[config.mk]
export PLATFORM = sky130hd
export DESIGN_NAME = hybrid_dim_selector
export DESIGN_NICKNAME = d
export VERILOG_FILES = /design/src/rtl/hds_pkg.sv /design/src/rtl/hds_period_timer.sv /design/src/rtl/hds_mode_select.sv /design/src/rtl/hybrid_dim_selector.sv
export SDC_FILE = /design/constraint.sdc
export NUM_CORES = 1
export LEC_CHECK = 0
export ABC_CLOCK_PERIOD_IN_PS = 3030
export BUFFER_PORTS_ARGS = -buffer_cell sky130_fd_sc_hd__buf_2
export CAP_MARGIN = 15
export CORE_UTILIZATION = 45
export DETAILED_ROUTE_END_ITERATION = 10
export HOLD_SLACK_MARGIN = 0.06
export PLACE_DENSITY = 0.62
export SETUP_SLACK_MARGIN = 0.3
export SYNTH_ARGS = -nofsm -noshare
export SYNTH_HDL_FRONTEND = slang
export SYNTH_SLANG_ARGS = --single-unit
[constraint.sdc]
create_clock -name clk -period 3.03 [get_ports clk]
set_input_delay 0.303 -clock clk [delete_from_list [all_inputs] [get_ports clk]]
set_output_delay 0.303 -clock clk [all_outputs]
set_load 0.05 [all_outputs]
[src/rtl/hds_pkg.sv]
package hds_pkg;
  typedef enum logic {
    MODE_ANALOG = 1'b0,
    MODE_PWM    = 1'b1
  } dim_mode_e;
endpackage

[src/rtl/hds_period_timer.sv]
module hds_period_timer #(
  parameter int PERIOD = 64,
  parameter int PER_W  = $clog2(PERIOD + 1)
) (
  input  logic             clk,
  input  logic             rst,
  output logic [PER_W-1:0] cnt_q,
  output logic [PER_W-1:0] cnt_nxt,
  output logic             wrap
);
  assign wrap    = (cnt_q == PER_W'(PERIOD - 1));
  assign cnt_nxt = wrap ? '0 : cnt_q + 1'b1;

  always_ff @(posedge clk) begin
    if (rst) cnt_q <= '0;
    else     cnt_q <= cnt_nxt;
  end
endmodule

[src/rtl/hds_mode_select.sv]
module hds_mode_select
  import hds_pkg::*;
#(
  parameter int CODE_W  = 8,
  parameter int PERIOD  = 64,
  parameter int PER_W   = 7,
  parameter int I_MIN   = 32,
  parameter int HYST    = 8,
  parameter int TON_MIN = 10
) (
  input  logic [CODE_W-1:0] level,
  input  logic              round_up,
  input  dim_mode_e         cur_mode,
  output dim_mode_e         nxt_mode,
  output logic [CODE_W-1:0] code,
  output logic [PER_W-1:0]  on_time
);
  localparam int PW = CODE_W + PER_W;

  logic [CODE_W:0] lvl_w;
  logic [PW-1:0]   prod, raw;
  logic            go_pwm;

  assign lvl_w = {1'b0, level};
  assign prod  = PW'(level) * PW'(PERIOD);
  assign raw   = prod / PW'(I_MIN);

  always_comb begin
    if (cur_mode == MODE_PWM) go_pwm = (lvl_w < (CODE_W+1)'(I_MIN + HYST));
    else                      go_pwm = (lvl_w < (CODE_W+1)'(I_MIN));
    nxt_mode = go_pwm ? MODE_PWM : MODE_ANALOG;
    if (!go_pwm) begin
      code    = level;
      on_time = PER_W'(PERIOD);
    end else begin
      code = CODE_W'(I_MIN);
      if (raw >= PW'(PERIOD))       on_time = PER_W'(PERIOD);
      else if (raw == '0)           on_time = '0;
      else if (raw < PW'(TON_MIN))  on_time = round_up ? PER_W'(TON_MIN) : '0;
      else                          on_time = PER_W'(raw);
    end
  end
endmodule

[src/rtl/hybrid_dim_selector.sv]
module hybrid_dim_selector
  import hds_pkg::*;
#(
  parameter int CODE_W   = 8,
  parameter int PERIOD   = 64,
  parameter int I_MIN    = 32,
  parameter int HYST     = 8,
  parameter int T_SETTLE = 6,
  parameter int T_SAMPLE = 4
) (
  input  logic              clk,
  input  logic              rst,
  input  logic              req_valid_i,
  input  logic [CODE_W-1:0] req_level_i,
  input  logic              req_round_up_i,
  output logic [CODE_W-1:0] drive_code_o,
  output logic              gate_o,
  output logic              sample_en_o,
  output logic              pwm_mode_o,
  output logic              period_start_o
);
  localparam int PER_W   = $clog2(PERIOD + 1);
  localparam int TON_MIN = T_SETTLE + T_SAMPLE;
  localparam int WIN_END = T_SETTLE + T_SAMPLE;

  logic [PER_W-1:0] cnt_q, cnt_nxt;
  logic             wrap;

  hds_period_timer #(.PERIOD(PERIOD), .PER_W(PER_W)) u_timer (
    .clk(clk), .rst(rst), .cnt_q(cnt_q), .cnt_nxt(cnt_nxt), .wrap(wrap)
  );

  // pending request, overwritten by each strobe until the next boundary
  logic              pend_v_q, pend_v_nxt;
  logic [CODE_W-1:0] pend_lvl_q, pend_lvl_nxt;
  logic              pend_rnd_q, pend_rnd_nxt;

  assign pend_v_nxt   = req_valid_i | pend_v_q;
  assign pend_lvl_nxt = req_valid_i ? req_level_i : pend_lvl_q;
  assign pend_rnd_nxt = req_valid_i ? req_round_up_i : pend_rnd_q;

  // active setting
  logic              act_v_q, act_v_nxt;
  dim_mode_e         act_mode_q, act_mode_nxt, sel_mode;
  logic [CODE_W-1:0] act_code_q, act_code_nxt, sel_code;
  logic [PER_W-1:0]  act_on_q, act_on_nxt, sel_on;
  logic              commit;

  hds_mode_select #(
    .CODE_W(CODE_W), .PERIOD(PERIOD), .PER_W(PER_W),
    .I_MIN(I_MIN), .HYST(HYST), .TON_MIN(TON_MIN)
  ) u_sel (
    .level(pend_lvl_nxt), .round_up(pend_rnd_nxt), .cur_mode(act_mode_q),
    .nxt_mode(sel_mode), .code(sel_code), .on_time(sel_on)
  );

  assign commit       = wrap & pend_v_nxt;
  assign act_v_nxt    = act_v_q | commit;
  assign act_mode_nxt = commit ? sel_mode : act_mode_q;
  assign act_code_nxt = commit ? sel_code : act_code_q;
  assign act_on_nxt   = commit ? sel_on   : act_on_q;

  logic gate_nxt;
  assign gate_nxt = act_v_nxt && (cnt_nxt < act_on_nxt);

  always_ff @(posedge clk) begin
    if (rst) begin
      pend_v_q       <= 1'b0;
      pend_lvl_q     <= '0;
      pend_rnd_q     <= 1'b0;
      act_v_q        <= 1'b0;
      act_mode_q     <= MODE_ANALOG;
      act_code_q     <= '0;
      act_on_q       <= '0;
      drive_code_o   <= '0;
      gate_o         <= 1'b0;
      sample_en_o    <= 1'b0;
      pwm_mode_o     <= 1'b0;
      period_start_o <= 1'b1;
    end else begin
      pend_v_q       <= wrap ? 1'b0 : pend_v_nxt;
      pend_lvl_q     <= pend_lvl_nxt;
      pend_rnd_q     <= pend_rnd_nxt;
      act_v_q        <= act_v_nxt;
      act_mode_q     <= act_mode_nxt;
      act_code_q     <= act_code_nxt;
      act_on_q       <= act_on_nxt;
      drive_code_o   <= act_v_nxt ? act_code_nxt : '0;
      gate_o         <= gate_nxt;
      sample_en_o    <= gate_nxt && (cnt_nxt >= PER_W'(T_SETTLE))
                                 && (cnt_nxt <  PER_W'(WIN_END));
      pwm_mode_o     <= (act_mode_nxt == MODE_PWM);
      period_start_o <= (cnt_nxt == '0);
    end
  end

  // ---------------- assertions ----------------
  logic [PER_W:0] hi_run_q;
  always_ff @(posedge clk) begin
    if (rst)                               hi_run_q <= '0;
    else if (!gate_o)                      hi_run_q <= '0;
    else if (hi_run_q < (PER_W+1)'(PERIOD)) hi_run_q <= hi_run_q + 1'b1;
  end

  AST_GATE_MIN_PULSE: assert property (@(posedge clk) disable iff (rst)
    $fell(gate_o) |-> (hi_run_q >= (PER_W+1)'(TON_MIN)));
  AST_SAMPLE_SETTLED: assert property (@(posedge clk) disable iff (rst)
    sample_en_o |-> (gate_o && hi_run_q >= (PER_W+1)'(T_SETTLE)));
  AST_CODE_AT_BOUNDARY: assert property (@(posedge clk) disable iff (rst)
    !$stable(drive_code_o) |-> period_start_o);
  AST_GATE_RISE_AT_BOUNDARY: assert property (@(posedge clk) disable iff (rst)
    $rose(gate_o) |-> period_start_o);
  AST_PWM_HOLDS_FLOOR: assert property (@(posedge clk) disable iff (rst)
    pwm_mode_o |-> (drive_code_o == CODE_W'(I_MIN)));
  AST_DARK_UNTIL_COMMIT: assert property (@(posedge clk) disable iff (rst)
    (drive_code_o == '0) |-> (!gate_o && !sample_en_o));
endmodule

Word level (Yosys, flattened, before mapping)
Cells that the tools add are included.
- flip-flop bits (word level): 45
- bits in latches: 0
- memory bits (writable): 0
- bits in read-only memories: 0
- memories: 0
- add/subtract/negate cells: 1
- multiply operators: 0
- divide/modulo/power cells: 0
- order comparisons: 7
- eq/ne operators: 1
- shifts and indexed selects: 0
- mux-type cells: 13
- bitwise operators: 4
- reductions and logical operators: 7
- operators with widths (operator ; number):
    7-bit two-way mux ; 6
    8-bit two-way mux ; 3
    8-bit by 6-bit < comparator with 1-bit output, second input constant ; 2
    15-bit logical NOT ; 1
    9-bit by 7-bit greater-or-equal comparator with 1-bit output, second input constant ; 1
    9-bit by 4-bit < comparator with 1-bit output, second input constant ; 1
    7-bit by 1-bit adder with 7-bit output, second input constant ; 1
    7-bit by 6-bit equality test with 1-bit output, second input constant ; 1
    7-bit by 3-bit greater-or-equal comparator with 1-bit output, second input constant ; 1
    7-bit logical NOT ; 1
    7-bit by 4-bit < comparator with 1-bit output, second input constant ; 1
    7-bit < comparator ; 1
    4-bit two-way mux ; 1
    2-bit OR reduction ; 2
    1-bit logical AND ; 3
    1-bit two-way mux ; 3
    1-bit OR ; 2
    1-bit AND ; 1
    1-bit NOT ; 1

Depth between registers and ports, before layout
- depth after elaboration: 11
- mapped depth: 13
- depth with buffers taken out: 10

By module
A second synthesis with hierarchy kept.
- cell total of the unflattened synthesis: 200
- area, all modules: 1979.4 um^2
- modules (own cells, without submodules) (module ; instances ; cells each ; area an instance (um^2) ; seq. area each (um^2)):
    hybrid_dim_selector ; 1 ; 142 ; 1483.9 ; 760.7
    hds_period_timer ; 1 ; 31 ; 316.6 ; 140.1
    hds_mode_select ; 1 ; 27 ; 178.9 ; 0.0

Worst setup path after synthesis
OpenSTA, ideal clock, no wires.
- kind: reg2reg
- start point: register u_timer.cnt_q[0]
- end point: register sample_en_o
- setup time: 0.092 ns
- arrival: 2.448 ns
- setup slack: 0.490 ns
- stages on the path, launching flop included: 13
- buffers on the path: 3
- cell sequence: dfxtp_1 ha_1 and3_1 buf_4 and3_1 buf_4 buf_6 a31oi_1 ha_1 a21o_1 a21oi_1 o2111ai_1 nor4_1
- word-level cells in the longest chain between the ends: 7
- elaborated cells on any way between the ends: 12
- those cells by class: 1 x add/sub; 3 x order compare; 1 x eq/ne; 2 x mux; 2 x bitwise; 3 x reduce/logical
- ends and longest elaborated chain (item ; line ; text):
    from (decl) ; hds_period_timer.sv:7 ; output logic [PER_W-1:0] cnt_q,
    from (signal assigned) ; hds_period_timer.sv:16 ; else cnt_q <= cnt_nxt;
    branches (longest 6 deep; another with 7-bit by 1-bit adder with 7-bit output) ; - ;
    1-bit logical AND * ; hybrid_dim_selector.sv:91 ; && (cnt_nxt < PER_W'(WIN_END));
    to (signal assigned) ; hybrid_dim_selector.sv:90 ; sample_en_o <= gate_nxt && (cnt_nxt >= PER_W'(T_SETTLE))
    to (decl) ; hybrid_dim_selector.sv:18 ; output logic sample_en_o,
Every way passes the cells marked *.
A chain may end at the register's enable or synchronous reset.

Final worst setup path
Same ends and word-level chain as after synthesis.

==> results.json <==
{
  "status": "finished, final reports clean",
  "dp_hpwl_mm": 3.25,
  "async_flop_share_pct": 0,
  "setup_viol": 0,
  "peakVddDrop_v": 0.000260,
  "viasPerCell": 5.59,
  "final_layout_size_suffix_gt1_share_pct": 21.8,
  "r2r_cells": 10,
  "drt-initial-drc-count": 62,
  "reg2reg_slack_ns": 0.51,
  "syn_inst": 229,
  "grt_max_degree": 22,
  "regArea_um2": 903,
  "worstSetupPathType": "flip-flop to flip-flop",
  "slew_headroom_pct": 53.4,
  "cap_violations": 0,
  "synth_cell_types": 51,
  "grt_pass1_wl_mm": 7.47,
  "start_util_pct": 47.5,
  "mostFrequentLayoutCell": "dfxtp_1",
  "antennaDiodeCount": 0,
  "root_buffer": "clkbuf_8",
  "cts_made_buffers": 5,
  "worstMarginPinSlew_ns": 0.699,
  "seq_area_frac_synth_pct": 43.0,
  "antenna_left": 0,
  "wl_met2_mm": 2.18,
  "ios": 24,
  "wl_per_cell_um": 14.6,
  "cp-endpoint": "sample_en_o",
  "met3_length_um": 163,
  "cts.sinks": 45,
  "hold_violations": 0,
  "post-route-period-util_pct": 83.2,
  "final_cell_mix": "dfxtp_1, buf_2, nor2_1",
  "ys_ff_latch": 45,
  "grt_pass1_vias": 1617,
  "hp-class": "input pin to flip-flop",
  "die_y_um": 70.2,
  "reg2reg_to": "sample_en_o",
  "worstSetupStartpointType": "flip-flop",
  "num_rows": 24,
  "insertion_delay_ns": 0.30,
  "antenna_found_initial": 0,
  "postCtsHoldBufs": 0,
  "max_stage_delay_ns": 0.37,
  "grt_overflow": 0,
  "r2r_start": "u_timer.cnt_q[0]",
  "cts_tree": "done",
  "core_area_um2": 4410,
  "setup_tns_ns": 0,
  "clk_path_buf_depth": 2,
  "crit_start": "u_timer.cnt_q[0]",
  "holdWs_ns": 0.279,
  "syn-cell-area_um2": 2100,
  "synth_edf_count": 0,
  "io_buffers": 23,
  "fin_crit_ns": 2.52,
  "die-area_um2": 4930,
  "cp.required_ns": 3.25,
  "power_leakage_nw": 1.01,
  "place.gp.congestion": 0.837,
  "drv_slew": 0,
  "gr-usage-all-layers_pct": 19.4,
  "nets": 278,
  "crit_chain": "ha_2 -> and3_1 -> and3_2 -> buf_4 -> a31oi_1 -> ha_1 -> and4_1 -> a21oi_1 -> o2111ai_1 -> nor4_1",
  "critPathArrivalTime_ns": 2.74,
  "multi_input_area_um2": 1090,
  "cts_setup_buffers": 0,
  "area_delta_synth_final_pct": 13.9,
  "cp_slowest_cell": "dfxtp_2",
  "clk_pin_slew_worst_paths_ns": 0.08,
  "fillers": 422,
  "drt_pass1_iterations": 4,
  "skew_ns": 0.00442,
  "die_w_um": 70.2,
  "fmax_mhz": 397,
  "vias": 1727,
  "highest_layer": "met4",
  "synth_fp_nets": 250,
  "synthFlopType": "dfxtp_1",
  "endpoint_kind": "flip-flop",
  "route.detailed.drc": 0,
  "m1WireLength_mm": 2.14,
  "avgSynthCellArea_um2": 9.15,
  "rsz0062_at_grt": "false",
  "power.density_nw_per_um2": 497,
  "cts-htree-levels": 2,
  "cp_max_fo": 9,
  "yosys_warnings": 0,
  "wl_mm": 4.52
}
## registers in the layout, indices dropped and copies added, names as in the netlist, 7 cells and up
register and cells:
drive_code_o 8, act_code_q 8, act_on_q 7, pend_lvl_q 8, u_timer.cnt_q 7
## layout make-up
class | count | share of cell area, %
timing repair buffer | 32 | 7.65
multi-input combinational | 162 | 45.7
tap | 52 | 2.73
clock inverter | 2 | 1.47
clock buffer | 5 | 2.88
sequential | 45 | 37.8
inverter | 11 | 1.73
## synth_stat cells (all sizes together) (2+ instances only)
cell / n / area share, %
o2111ai: 2 / 0.84
ha: 9 / 5.4
nand2: 19 / 3.4
and3: 3 / 0.90
a21o: 2 / 0.72
buf: 8 / 2.6
nand3: 10 / 2.6
mux2: 6 / 3.2
inv: 11 / 2.0
xor2: 2 / 0.84
dfxtp: 45 / 43
o21ai: 18 / 4.3
nor2: 22 / 3.9
a31oi: 7 / 2.1
nor3b: 3 / 1.3
mux2i: 7 / 3.3
nor4b: 2 / 0.84
a22oi: 4 / 1.4
and2: 8 / 2.4
a21oi: 3 / 0.72
xnor2: 3 / 1.3
nor3: 7 / 1.7
clkbuf: 3 / 0.54
nor4: 3 / 0.90
## cells by family (layout without fill, tap and decap cells)
logic type               after synthesis  after routing  share of synthesized area, %
AND/OR/NAND/NOR                       84             84                          20.7
AO/OA/AOI/OAI                         51             51                          17.2
flip-flops                            45             45                          43.0
buffers and inverters                 22             50                          5.13
multiplexers                          13             13                          6.57
adder cells (fa/ha/maj)                9              9                          5.37
XOR/XNOR                               5              5                          2.09
## worst min path at each step
| stage | startpoint | to | slack, ns | cells past startpoint |
|---|---|---|---|---|
| detailed placement | act_code_q[3] | act_code_q[3] | 0.45 | 2 |
| finish | req_level_i[6] | pend_lvl_q[6] | 0.28 | 3 |
| CTS | req_level_i[6] | pend_lvl_q[6] | 0.28 | 3 |
| global route | req_level_i[6] | pend_lvl_q[6] | 0.32 | 3 |
| global placement | act_code_q[4] | act_code_q[4] | 0.43 | 2 |
| floorplan | act_code_q[0] | act_code_q[0] | 0.42 | 2 |
## per-stage QoR
| stage | cells | instance area (µm²) | power (mW) | setup WS (ns) | utilization, % |
|---|---|---|---|---|---|
| 3_3_place_gp | 302 | 2280 | 0.749 | 0.340 | 51.6 |
| 6_report | 309 | 2390 | 1.19 | 0.508 | 54.1 |
| 4_1_cts | 309 | 2380 | 1.19 | 0.355 | 53.9 |
| 3_5_place_dp | 302 | 2280 | 0.750 | 0.288 | 51.6 |
| 2_1_floorplan | 229 | 2100 | 0.713 | 0.490 | - |
| 5_1_grt | 309 | 2390 | 1.23 | 0.320 | 54.1 |
## layer usage
layer / up-vias / GRT usage [%]
li1: 872 / -
met1: 817 / 24.7
met2: 33 / 31.9
met3: 5 / 5.77
met4: 0 / 5.33
met5: - / 0
## worst max-delay path: cells and delay by family, from the launching register on
family	cells	cell delay (ns)
adder cells (fa/ha/maj)	2	0.50
AO/OA/AOI/OAI	3	0.53
buffers and inverters	1	0.18
flip-flops	1	0.37
AND/OR/NAND/NOR	4	0.85
## repair_timing
item / in CTS / in global routing
gates resized for setup: 0 / 4
endpoints found under the hold margin: 0 / 0
endpoints found under the setup margin: 0 / 2
## power breakdown
group          total [mW]  internal (mW)  switching (mW)
clock               0.448          0.240           0.208
sequential          0.614          0.604          0.0105
combinational       0.124         0.0520          0.0717
total                1.19          0.896           0.290
No activity file was read; power rests on OpenSTA's default activity.
